`src/rtl/i2cs_pkg.sv`:
```
`timescale 1ns/1ps
package i2cs_pkg;

    localparam int ADDR_W = 7;
    localparam int BYTE_W = 8;

    typedef enum logic [2:0] {
        ST_IDLE,
        ST_ADDR,
        ST_AACK,
        ST_WDATA,
        ST_WACK,
        ST_RDATA,
        ST_RACK,
        ST_SKIP
    } link_state_e;

    typedef struct packed {
        logic start;
        logic stop;
        logic scl_rise;
        logic scl_fall;
        logic sda;
    } bus_ev_t;

    typedef struct packed {
        logic stop_seen;
        logic start_seen;
        logic read_dir;
        logic rx_full;
        logic tx_full;
    } status_t;

    function automatic logic addr_hit(input logic [ADDR_W-1:0] got,
                                      input logic [ADDR_W-1:0] own,
                                      input logic [ADDR_W-1:0] dont_care);
        return ((got ^ own) & ~dont_care) == '0;
    endfunction

endpackage

```
`src/rtl/i2cs_line_sync.sv`:
```
`timescale 1ns/1ps
module i2cs_line_sync
    import i2cs_pkg::*;
#(
    parameter int STAGES = 2
) (
    input  logic    clk,
    input  logic    rst,
    input  logic    scl_in,
    input  logic    sda_in,
    output bus_ev_t ev
);
    logic [STAGES-1:0] scl_pipe, sda_pipe;
    logic scl_q, sda_q, scl_now, sda_now;

    always_ff @(posedge clk) begin
        if (rst) begin
            scl_pipe <= '1;
            sda_pipe <= '1;
            scl_q    <= 1'b1;
            sda_q    <= 1'b1;
        end else begin
            scl_pipe <= {scl_pipe[STAGES-2:0], scl_in};
            sda_pipe <= {sda_pipe[STAGES-2:0], sda_in};
            scl_q    <= scl_now;
            sda_q    <= sda_now;
        end
    end

    assign scl_now     = scl_pipe[STAGES-1];
    assign sda_now     = sda_pipe[STAGES-1];
    assign ev.start    = scl_now & scl_q & sda_q & ~sda_now;
    assign ev.stop     = scl_now & scl_q & ~sda_q & sda_now;
    assign ev.scl_rise = scl_now & ~scl_q;
    assign ev.scl_fall = ~scl_now & scl_q;
    assign ev.sda      = sda_now;
endmodule

```
`src/rtl/i2cs_mask_reg.sv`:
```
`timescale 1ns/1ps
module i2cs_mask_reg #(
    parameter int REG_W  = 16,
    parameter int MASK_W = 10
) (
    input  logic              clk,
    input  logic              rst,
    input  logic              wr_en,
    input  logic [REG_W-1:0]  wr_data,
    output logic [MASK_W-1:0] mask,
    output logic [REG_W-1:0]  rd_data
);
    always_ff @(posedge clk) begin
        if (rst)        mask <= '0;
        else if (wr_en) mask <= wr_data[MASK_W-1:0];
    end

    assign rd_data = REG_W'(mask);

    assert_mask_readback_R9: assert property (@(posedge clk) disable iff (rst)
        wr_en |=> rd_data == REG_W'($past(wr_data[MASK_W-1:0])));
endmodule

```
`src/rtl/i2cs_status.sv`:
```
`timescale 1ns/1ps
module i2cs_status
    import i2cs_pkg::*;
(
    input  logic              clk,
    input  logic              rst,
    input  logic              ev_start,
    input  logic              ev_stop,
    input  logic              dir_load,
    input  logic              dir_val,
    input  logic              rx_load,
    input  logic              rx_rd,
    input  logic              tx_wr,
    input  logic [BYTE_W-1:0] tx_byte_in,
    input  logic              tx_done,
    output status_t           st,
    output logic [BYTE_W-1:0] tx_buf
);
    always_ff @(posedge clk) begin
        if (rst) begin
            st     <= '0;
            tx_buf <= '0;
        end else begin
            if (ev_start) begin
                st.start_seen <= 1'b1;
                st.stop_seen  <= 1'b0;
            end else if (ev_stop) begin
                st.start_seen <= 1'b0;
                st.stop_seen  <= 1'b1;
            end
            if (dir_load)   st.read_dir <= dir_val;
            if (rx_load)    st.rx_full  <= 1'b1;
            else if (rx_rd) st.rx_full  <= 1'b0;
            if (tx_wr) begin
                st.tx_full <= 1'b1;
                tx_buf     <= tx_byte_in;
            end else if (tx_done) begin
                st.tx_full <= 1'b0;
            end
        end
    end

    assert_start_flag_R2: assert property (@(posedge clk) disable iff (rst)
        ev_start |=> st.start_seen && !st.stop_seen);
    assert_stop_flag_R1: assert property (@(posedge clk) disable iff (rst)
        (ev_stop && !ev_start) |=> st.stop_seen && !st.start_seen);
    assert_dir_latch_R3: assert property (@(posedge clk) disable iff (rst)
        dir_load |=> st.read_dir == $past(dir_val));
    assert_rx_set_R7: assert property (@(posedge clk) disable iff (rst)
        rx_load |=> st.rx_full);
    assert_tx_set_R8: assert property (@(posedge clk) disable iff (rst)
        tx_wr |=> st.tx_full);
    assert_tx_clear_R8: assert property (@(posedge clk) disable iff (rst)
        (tx_done && !tx_wr) |=> !st.tx_full);
endmodule

```
`src/rtl/i2cs_link_fsm.sv`:
```
`timescale 1ns/1ps
module i2cs_link_fsm
    import i2cs_pkg::*;
(
    input  logic              clk,
    input  logic              rst,
    input  bus_ev_t           ev,
    input  logic [ADDR_W-1:0] own_addr,
    input  logic [ADDR_W-1:0] dont_care,
    input  logic [BYTE_W-1:0] tx_byte,
    output logic              pull_low,
    output logic              dir_load,
    output logic              dir_val,
    output logic              rx_load,
    output logic [BYTE_W-1:0] rx_byte,
    output logic              tx_done
);
    link_state_e       state;
    logic [3:0]        bitcnt;
    logic [BYTE_W-1:0] shreg, txsh;
    logic              master_ack;

    always_ff @(posedge clk) begin
        if (rst) begin
            state      <= ST_IDLE;
            bitcnt     <= '0;
            shreg      <= '0;
            txsh       <= '0;
            master_ack <= 1'b0;
            pull_low   <= 1'b0;
            dir_load   <= 1'b0;
            dir_val    <= 1'b0;
            rx_load    <= 1'b0;
            rx_byte    <= '0;
            tx_done    <= 1'b0;
        end else begin
            dir_load <= 1'b0;
            rx_load  <= 1'b0;
            tx_done  <= 1'b0;
            if (ev.start) begin
                state    <= ST_ADDR;
                bitcnt   <= '0;
                pull_low <= 1'b0;
            end else if (ev.stop) begin
                state    <= ST_IDLE;
                pull_low <= 1'b0;
            end else begin
                unique case (state)
                    ST_ADDR: begin
                        if (ev.scl_rise) begin
                            shreg  <= {shreg[BYTE_W-2:0], ev.sda};
                            bitcnt <= bitcnt + 4'd1;
                        end else if (ev.scl_fall && bitcnt == 4'd8) begin
                            dir_load <= 1'b1;
                            dir_val  <= shreg[0];
                            if (addr_hit(shreg[BYTE_W-1:1], own_addr, dont_care)) begin
                                pull_low <= 1'b1;
                                state    <= ST_AACK;
                            end else begin
                                state    <= ST_SKIP;
                            end
                        end
                    end
                    ST_AACK: begin
                        if (ev.scl_fall) begin
                            bitcnt <= '0;
                            if (shreg[0]) begin
                                state    <= ST_RDATA;
                                txsh     <= tx_byte;
                                pull_low <= ~tx_byte[BYTE_W-1];
                            end else begin
                                state    <= ST_WDATA;
                                pull_low <= 1'b0;
                            end
                        end
                    end
                    ST_WDATA: begin
                        if (ev.scl_rise) begin
                            shreg  <= {shreg[BYTE_W-2:0], ev.sda};
                            bitcnt <= bitcnt + 4'd1;
                        end else if (ev.scl_fall && bitcnt == 4'd8) begin
                            rx_load  <= 1'b1;
                            rx_byte  <= shreg;
                            pull_low <= 1'b1;
                            state    <= ST_WACK;
                        end
                    end
                    ST_WACK: begin
                        if (ev.scl_fall) begin
                            pull_low <= 1'b0;
                            bitcnt   <= '0;
                            state    <= ST_WDATA;
                        end
                    end
                    ST_RDATA: begin
                        if (ev.scl_fall) begin
                            bitcnt <= bitcnt + 4'd1;
                            if (bitcnt == 4'd7) begin
                                pull_low <= 1'b0;
                                tx_done  <= 1'b1;
                                state    <= ST_RACK;
                            end else begin
                                txsh     <= {txsh[BYTE_W-2:0], 1'b0};
                                pull_low <= ~txsh[BYTE_W-2];
                            end
                        end
                    end
                    ST_RACK: begin
                        if (ev.scl_rise) begin
                            master_ack <= ~ev.sda;
                        end else if (ev.scl_fall) begin
                            if (master_ack) begin
                                state    <= ST_RDATA;
                                bitcnt   <= '0;
                                txsh     <= tx_byte;
                                pull_low <= ~tx_byte[BYTE_W-1];
                            end else begin
                                state    <= ST_SKIP;
                            end
                        end
                    end
                    default: ;
                endcase
            end
        end
    end

    assert_skip_released_R6: assert property (@(posedge clk) disable iff (rst)
        (state == ST_SKIP) |-> !pull_low && !rx_load);
    assert_ack_drive_R5: assert property (@(posedge clk) disable iff (rst)
        (state == ST_AACK) |-> pull_low);
    assert_start_resets_link_R2: assert property (@(posedge clk) disable iff (rst)
        ev.start |=> (state == ST_ADDR) && !pull_low);
endmodule

```
`src/rtl/i2cs_addr_status.sv`:
```
`timescale 1ns/1ps
module i2cs_addr_status
    import i2cs_pkg::*;
#(
    parameter int SYNC_STAGES = 2,
    parameter int MASK_REG_W  = 16,
    parameter int MASK_W      = 10
) (
    input  logic                  clk,
    input  logic                  rst,
    input  logic                  scl_in,
    input  logic                  sda_in,
    output logic                  sda_pull_low,
    input  logic [ADDR_W-1:0]     own_addr,
    input  logic                  mask_wr,
    input  logic [MASK_REG_W-1:0] mask_wdata,
    output logic [MASK_REG_W-1:0] mask_rdata,
    input  logic                  rx_rd,
    output logic [BYTE_W-1:0]     rx_data,
    input  logic                  tx_wr,
    input  logic [BYTE_W-1:0]     tx_data,
    output logic                  stat_stop,
    output logic                  stat_start,
    output logic                  stat_read,
    output logic                  stat_rx_full,
    output logic                  stat_tx_full
);
    bus_ev_t           ev;
    status_t           st;
    logic [MASK_W-1:0] mask;
    logic [BYTE_W-1:0] tx_buf;
    logic              dir_load, dir_val, rx_load, tx_done;

    i2cs_line_sync #(.STAGES(SYNC_STAGES)) u_sync (
        .clk(clk), .rst(rst), .scl_in(scl_in), .sda_in(sda_in), .ev(ev)
    );

    i2cs_mask_reg #(.REG_W(MASK_REG_W), .MASK_W(MASK_W)) u_mask (
        .clk(clk), .rst(rst), .wr_en(mask_wr), .wr_data(mask_wdata),
        .mask(mask), .rd_data(mask_rdata)
    );

    i2cs_link_fsm u_link (
        .clk(clk), .rst(rst), .ev(ev), .own_addr(own_addr),
        .dont_care(mask[ADDR_W-1:0]), .tx_byte(tx_buf),
        .pull_low(sda_pull_low), .dir_load(dir_load), .dir_val(dir_val),
        .rx_load(rx_load), .rx_byte(rx_data), .tx_done(tx_done)
    );

    i2cs_status u_stat (
        .clk(clk), .rst(rst), .ev_start(ev.start), .ev_stop(ev.stop),
        .dir_load(dir_load), .dir_val(dir_val), .rx_load(rx_load),
        .rx_rd(rx_rd), .tx_wr(tx_wr), .tx_byte_in(tx_data),
        .tx_done(tx_done), .st(st), .tx_buf(tx_buf)
    );

    assign stat_stop    = st.stop_seen;
    assign stat_start   = st.start_seen;
    assign stat_read    = st.read_dir;
    assign stat_rx_full = st.rx_full;
    assign stat_tx_full = st.tx_full;
endmodule

```
`config.mk`:
```
export PLATFORM = sky130hd
export DESIGN_NAME = i2cs_addr_status
export DESIGN_NICKNAME = d
export VERILOG_FILES = /design/src/rtl/i2cs_pkg.sv /design/src/rtl/i2cs_line_sync.sv /design/src/rtl/i2cs_mask_reg.sv /design/src/rtl/i2cs_status.sv /design/src/rtl/i2cs_link_fsm.sv /design/src/rtl/i2cs_addr_status.sv
export SDC_FILE = /design/constraint.sdc
export NUM_CORES = 1
export LEC_CHECK = 0
export BUFFER_PORTS_ARGS = -buffer_cell sky130_fd_sc_hd__buf_4
export CORE_MARGIN = 2
export CORE_UTILIZATION = 45
export DETAILED_ROUTE_END_ITERATION = 8
export PLACE_DENSITY = 0.72
export SYNTH_ARGS = -nofsm -noshare
export SYNTH_HDL_FRONTEND = slang
export SYNTH_SLANG_ARGS = --single-unit
```
`constraint.sdc`:
```
create_clock -name clk -period 3.1 [get_ports clk]
set_input_delay 0.155 -clock clk [delete_from_list [all_inputs] [get_ports clk]]
set_output_delay 0.155 -clock clk [all_outputs]
set_load 0.02 [all_outputs]
```
Word level (Yosys, flattened, before mapping)
Index checks and enable logic that the tools add are counted.
{"block": "totals", "ff_bits": 65, "inputBits": 38, "output_inout_bits": 30, "elab_cells": 160}
{"block": "classes", "addsub": 1, "eq_ne": 34, "mux": 54, "n_bitwise": 23, "reduce_logical": 25}
{"cell": "2-to-1 mux 7 bit", "n": 7}
{"cell": "2-to-1 mux 3 bit", "n": 12}
{"cell": "inequality test 4 x 1 -> 1 bit, second input constant", "n": 7}
{"cell": "2-to-1 mux 1 bit", "n": 24}
{"cell": "2-to-1 mux 4 bit", "n": 6}
{"cell": "inequality test 2 x 1 -> 1 bit, second input constant", "n": 12}
{"cell": "AND reduction 11 bit", "n": 2}
{"cell": "case mux 7 bit (3 select lines)", "n": 1}
{"cell": "case mux 3 bit (6 select lines)", "n": 1}
{"cell": "case mux 4 bit (4 select lines)", "n": 1}
{"cell": "NOT 1 bit", "n": 13}
{"cell": "inequality test 4 x 2 -> 1 bit, second input constant", "n": 3}
{"cell": "AND reduction 12 bit", "n": 1}
{"cell": "AND reduction 10 bit", "n": 1}
{"cell": "AND reduction 5 bit", "n": 2}
{"cell": "== test 3 bit, second input constant", "n": 3}
{"cell": "inequality test 2 bit, second input constant", "n": 4}
{"cell": "AND reduction 4 bit", "n": 2}
{"cell": "AND reduction 8 bit", "n": 1}
{"cell": "nonzero test 8 bit", "n": 1}
{"cell": "OR reduction 4 bit", "n": 2}
{"cell": "AND 1 bit", "n": 7}
{"cell": "AND 7 bit", "n": 1}
{"cell": "logical NOT 7 bit", "n": 1}
{"cell": "17 further kinds", "n": 22}

Depth between registers and ports, before layout
{"block": "depth", "ltp_word": 9, "depth_mapped": 8, "depth_no_buf": 7}

Cells and area by module
From an unflattened synthesis, not the netlist that was laid out.
{"block": "hier_totals", "cells_unflattened": 331, "area_unflattened_um2": 3009.1}
{"module": "i2cs_link_fsm", "n_inst": 1, "cells_per_inst": 221, "area_per_inst_um2": 1880.6, "seq_area_each_um2": 720.7}
{"module": "i2cs_mask_reg", "n_inst": 1, "cells_per_inst": 49, "area_per_inst_um2": 476.7, "seq_area_each_um2": 200.2}
{"module": "i2cs_status", "n_inst": 1, "cells_per_inst": 44, "area_per_inst_um2": 454.2, "seq_area_each_um2": 260.2}
{"module": "i2cs_line_sync", "n_inst": 1, "cells_per_inst": 17, "area_per_inst_um2": 197.7, "seq_area_each_um2": 120.1}

Least setup slack after synthesis
Ideal clock, no wire load.
{"block": "synth_timing", "path_type": "reg2reg", "from": "register u_link.state[2]", "to": "register u_link.txsh[2]", "setup_time_ns": 0.128, "t_arrival_ns": 1.485, "required_time_ns": 2.972, "setup_slack_ns": 1.488, "stages_incl_launch_ff": 8, "n_path_buf": 2, "period_less_slack_ns": 1.612, "cell_sequence": "dfxtp_1 > buf_2 > mux2_1 > nand2_1 > a21o_1 > buf_2 > mux2i_1 > nor2_1"}
{"block": "synth_via", "elab_chain_len": 3, "word_cells_on_any_way": 13, "cone_classes": "10 x eq/ne; 1 x mux; 2 x reduce/logical"}
{"item": "start, declared", "line_no": "i2cs_link_fsm.sv:18", "rtl": "link_state_e state;"}
{"item": "start signal, assigned", "line_no": "i2cs_link_fsm.sv:25", "rtl": "state <= ST_IDLE;"}
{"item": "start signal, assigned", "line_no": "i2cs_link_fsm.sv:41", "rtl": "state <= ST_ADDR;"}
{"item": "start signal, assigned", "line_no": "i2cs_link_fsm.sv:45", "rtl": "state <= ST_IDLE;"}
{"item": "== test 3 bit or == test 3 x 2 -> 1 bit (tied branches)", "line_no": "i2cs_link_fsm.sv:48", "rtl": "unique case (state)"}
{"item": "inequality test 2 bit (no line) (tied with other cells)"}
{"item": "AND reduction 10 bit (no line)"}
{"item": "end signal, assigned", "line_no": "i2cs_link_fsm.sv:69", "rtl": "txsh <= tx_byte;"}
{"item": "end signal, assigned", "line_no": "i2cs_link_fsm.sv:103", "rtl": "txsh <= {txsh[BYTE_W-2:0], 1'b0};"}
{"item": "end signal, assigned", "line_no": "i2cs_link_fsm.sv:115", "rtl": "txsh <= tx_byte;"}
{"item": "end, declared", "line_no": "i2cs_link_fsm.sv:20", "rtl": "logic [BYTE_W-1:0] shreg, txsh;"}
Parallel ways exist; a longest one is shown, timed or not.
A chain may end at the register's enable or synchronous reset.

Final worst setup path
{"block": "layout_timing", "from": "register u_link.state[0]", "to": "register u_link.bitcnt[2]"}
{"block": "layout_via", "elab_chain_len": 4, "word_cells_on_any_way": 17, "cone_classes": "12 x eq/ne; 1 x mux; 4 x reduce/logical"}
{"item": "== test 3 x 2 -> 1 bit (tied with other cells)", "line_no": "i2cs_link_fsm.sv:48"}
{"item": "OR reduction 2 bit (no line)"}
{"item": "inequality test 2 x 1 -> 1 bit (no line) or nonzero test 4 bit (tied branches)"}
{"item": "AND reduction 8 bit (no line)"}
{"item": "end signal, assigned", "line_no": "i2cs_link_fsm.sv:52", "rtl": "bitcnt <= bitcnt + 4'd1;"}
{"item": "end signal, assigned", "line_no": "i2cs_link_fsm.sv:80", "rtl": "bitcnt <= bitcnt + 4'd1;"}
{"item": "end signal, assigned", "line_no": "i2cs_link_fsm.sv:97", "rtl": "bitcnt <= bitcnt + 4'd1;"}
{"item": "end, declared", "line_no": "i2cs_link_fsm.sv:19", "rtl": "logic [3:0] bitcnt;"}
Parallel ways exist; a longest one is shown, timed or not.

==> results.md <==
- Status: complete, no violations
- Final setup viols: 0
- Seq/Total Area, Yosys: 45.9%
- Max Slew Vio Count: 0
- Post-synthesis cell area: 0.00283 mm2
- Die area: 0.00695 mm2
- Post-CTS setup buffer count: 0
- Vias in the first global route: 2174
- # IOs: 68
- Ys flop type: dfxtp_1
- Critical path arrival: 2.44 ns
- Core area: 0.00599 mm2
- Max-cap check violation count: 0
- Most frequent cells in the layout: dfxtp_1 (65), buf_4 (55), nor2_1 (46)
- Clock Skew: 0.00715 ns
- Setup total negative slack: 0 ns
- Hold/Removal Path Class: input pin to register
- Site Rows: 28
- Root Driver: clkbuf_8
- Static leakage: 1.50 nW
- Clk Latency, worst-skew pair: 0.35 ns
- Worst path max stage delay: 0.63 ns
- Mean Syn Cell Area: 9.35 um2
- Slew HR: 62.5%
- DP HPWL: 4200 um
- DP Area: 0.00325 mm2
- Final hold slack: 0.0435 ns
- Initial core utilization: 47.3%
- Yosys Warn Count: 0
- Vias/cell: 5.14
- TritonCTS clock tree: done
- # port buffers: 55
- Die Y: 83.3 um
- PwrDens: 536 mW/mm2
- Crit path time final: 2.16 ns
- CTS buffer count: 9
- CP Class: register to register
- Vias: 2240
- Comb power frac: 7.6%
- Cells after Synth: 303
- Clock buffer depth: 2
- Synthesized flop and latch total: 65
- Die W: 83.3 um
- Post-CTS Hold Buffers: 2
- Worst-margin pin slew: 0.562 ns
- Clock Power Share: 46.1%
- Largest net degree at the start of global routing: 58
- CP top delay family: simple AND/OR/NAND/NOR gates
- DR WL/cell: 13.7 um
- Initial antenna violation count: 0
- Initial DRC count: 106
- Total Wirelength: 5960 um
- Hold Fails Final Rpt: 0
- Final nets: 396
- Internal power: 0.00146 W
- Clock sinks: 65
- Net Sw Frac: 22.5%
- Utilization after layout: 58.6%
- H-tree levels: 3
- Layout cells sized above 1: 24.9%
- CP Launch Type: register
- DRC viols: 0
- Layout area overhead: 23.9%
- EDFF count, synth: 0
- Period utilization: 69.7%
- Share of flip-flops with an asynchronous set or reset: 0%
- Slowest CP cell: dfxtp_1
- Commonest non-fill, non-tap cell in the layout: dfxtp_1
- Switch Pwr: 0.000422 W
- CP Max Fanout: 13
- Final Wtd Congestion: 0.842
- 1st-pass router iterations: 4
- Clock slew at reported path FFs: 0.07 ns
- Peak supply drop: 0.353 mV
- # diodes: 0
- Gr usage total: 17.9%
- Critical path required time: 3.38 ns
- Cell chain of the critical path: nor2b_1, and2_1, a21oi_2, or4b_1, a21oi_1
- CP Capture Type: register
- RSZ-0062 raised after global routing: no
- Resized Gates After CTS: 0
- Maximum clock rate: 0.463 GHz
- Aggregate global routing overflow: 0
- Post-layout instance area: 0.00351 mm2
- Buf+Inv Stages, Crit Path: 0
- ANT nets after route: 0
- Seq pwr share: 46.3%
- First-pass GRT wire length: 10000 um
- Library cells used by synthesis: 51
-- power groups by stage --
stage               Combinational (W)  Clock (W)  Sequential [W]
global route                 0.000155   0.000926        0.000873
global placement             0.000137          0        0.000889
CTS                          0.000143   0.000892        0.000871
finish                       0.000142   0.000867        0.000871
floorplan                   0.0000796          0        0.000896
detailed placement           0.000140          0        0.000890
-- sequential cells by signal, summed over array words and instances, names as in the netlist --
| register | cells |
|---|---|
| u_link.bitcnt | 4 |
| u_link.dir_load | 1 |
| u_link.dir_val | 1 |
| u_link.master_ack | 1 |
| u_link.pull_low | 1 |
| u_link.rx_byte | 8 |
| u_link.rx_load | 1 |
| u_link.shreg | 8 |
| u_link.state | 3 |
| u_link.tx_done | 1 |
| u_link.txsh | 7 |
| u_mask.mask | 10 |
| u_stat.st | 5 |
| u_stat.tx_buf | 8 |
| u_sync.scl_pipe | 2 |
| u_sync.scl_q | 1 |
| u_sync.sda_pipe | 2 |
| u_sync.sda_q | 1 |
-- cells in the mapped netlist (2+ instances only) --
library cell / n / share of area, %
a21oi_1: 17 / 3.0
o22ai_1: 4 / 0.88
nand3_1: 5 / 0.88
nor3b_1: 2 / 0.53
clkbuf_1: 8 / 1.1
and2_1: 3 / 0.66
inv_1: 7 / 0.93
or2_2: 7 / 1.5
a21o_1: 2 / 0.53
nor2b_1: 5 / 1.1
nor4_1: 2 / 0.44
and3_1: 2 / 0.44
nand3b_1: 2 / 0.53
buf_2: 5 / 0.88
o21ai_0: 3 / 0.53
nor2_1: 46 / 6.1
o21ai_1: 2 / 0.35
nand2b_1: 5 / 1.1
nand2_1: 21 / 2.8
mux2_2: 6 / 2.4
mux2i_1: 37 / 13
dfxtp_1: 65 / 46
ha_1: 2 / 0.88
buf_4: 6 / 1.6
xnor2_1: 8 / 2.5
or3_1: 2 / 0.44
nor3_1: 2 / 0.35
or4_1: 2 / 0.53
and2b_1: 3 / 0.79
-- cell type report --
class / instances / area, um2
fill: 552 / 2480
multi-input combinational: 215 / 1410
clock inverter: 7 / 119
clock buffer: 9 / 124
timing repair buffer: 57 / 433
tap: 75 / 93.8
inverter: 8 / 32.5
sequential: 65 / 1300
-- cell families after synthesis --
logic type | count (synthesis) | share of synthesized area (%)
adder cells (fa/ha/maj) | 2 | 0.883
AND/OR/NAND/NOR | 114 | 19.8
multiplexers | 44 | 15.9
other | 1 | 0.132
buffers and inverters | 28 | 5.08
AO/OA/AOI/OAI | 41 | 9.85
flip-flops | 65 | 45.9
XOR/XNOR | 8 | 2.47
-- path summary, 6_finish.rpt --
kind	from	endpoint	slack (ns)	cells past startpoint
worst min register to register	u_sync.scl_pipe[0]	u_sync.scl_pipe[1]	0.41	1
worst max register to register	u_link.state[0]	u_link.bitcnt[2]	0.94	5
worst max-delay path	u_link.state[0]	u_link.bitcnt[2]	0.94	5
worst min-delay path	mask_wdata[6]	u_mask.mask[6]	0.04	3
-- metal layers --
metal	GRT usage, %	vias up	routed length (um)
li1	-	1130	-
met1	20.7	1036	2530
met2	28.9	65	2920
met3	7.65	9	409
met4	7.30	0	91
met5	0	-	0
-- through the flow --
stage	cells	worst slack (ns)	total power, W
after floorplan	308	1.49	0.000975
after global placement	418	1.04	0.00103
after detailed placement	418	0.993	0.00103
after CTS	436	0.963	0.00191
after global routing	436	0.763	0.00195
final	436	0.939	0.00188
-- worst min-delay path, delay by kind of cell --
| kind | cells | cell delay (ns) |
|---|---|---|
| buffers and inverters | 1 | 0.08 |
| muxes | 1 | 0.05 |
| and+or+nand+nor | 1 | 0.07 |
Note: power is estimated with default switching activity, not from simulation.
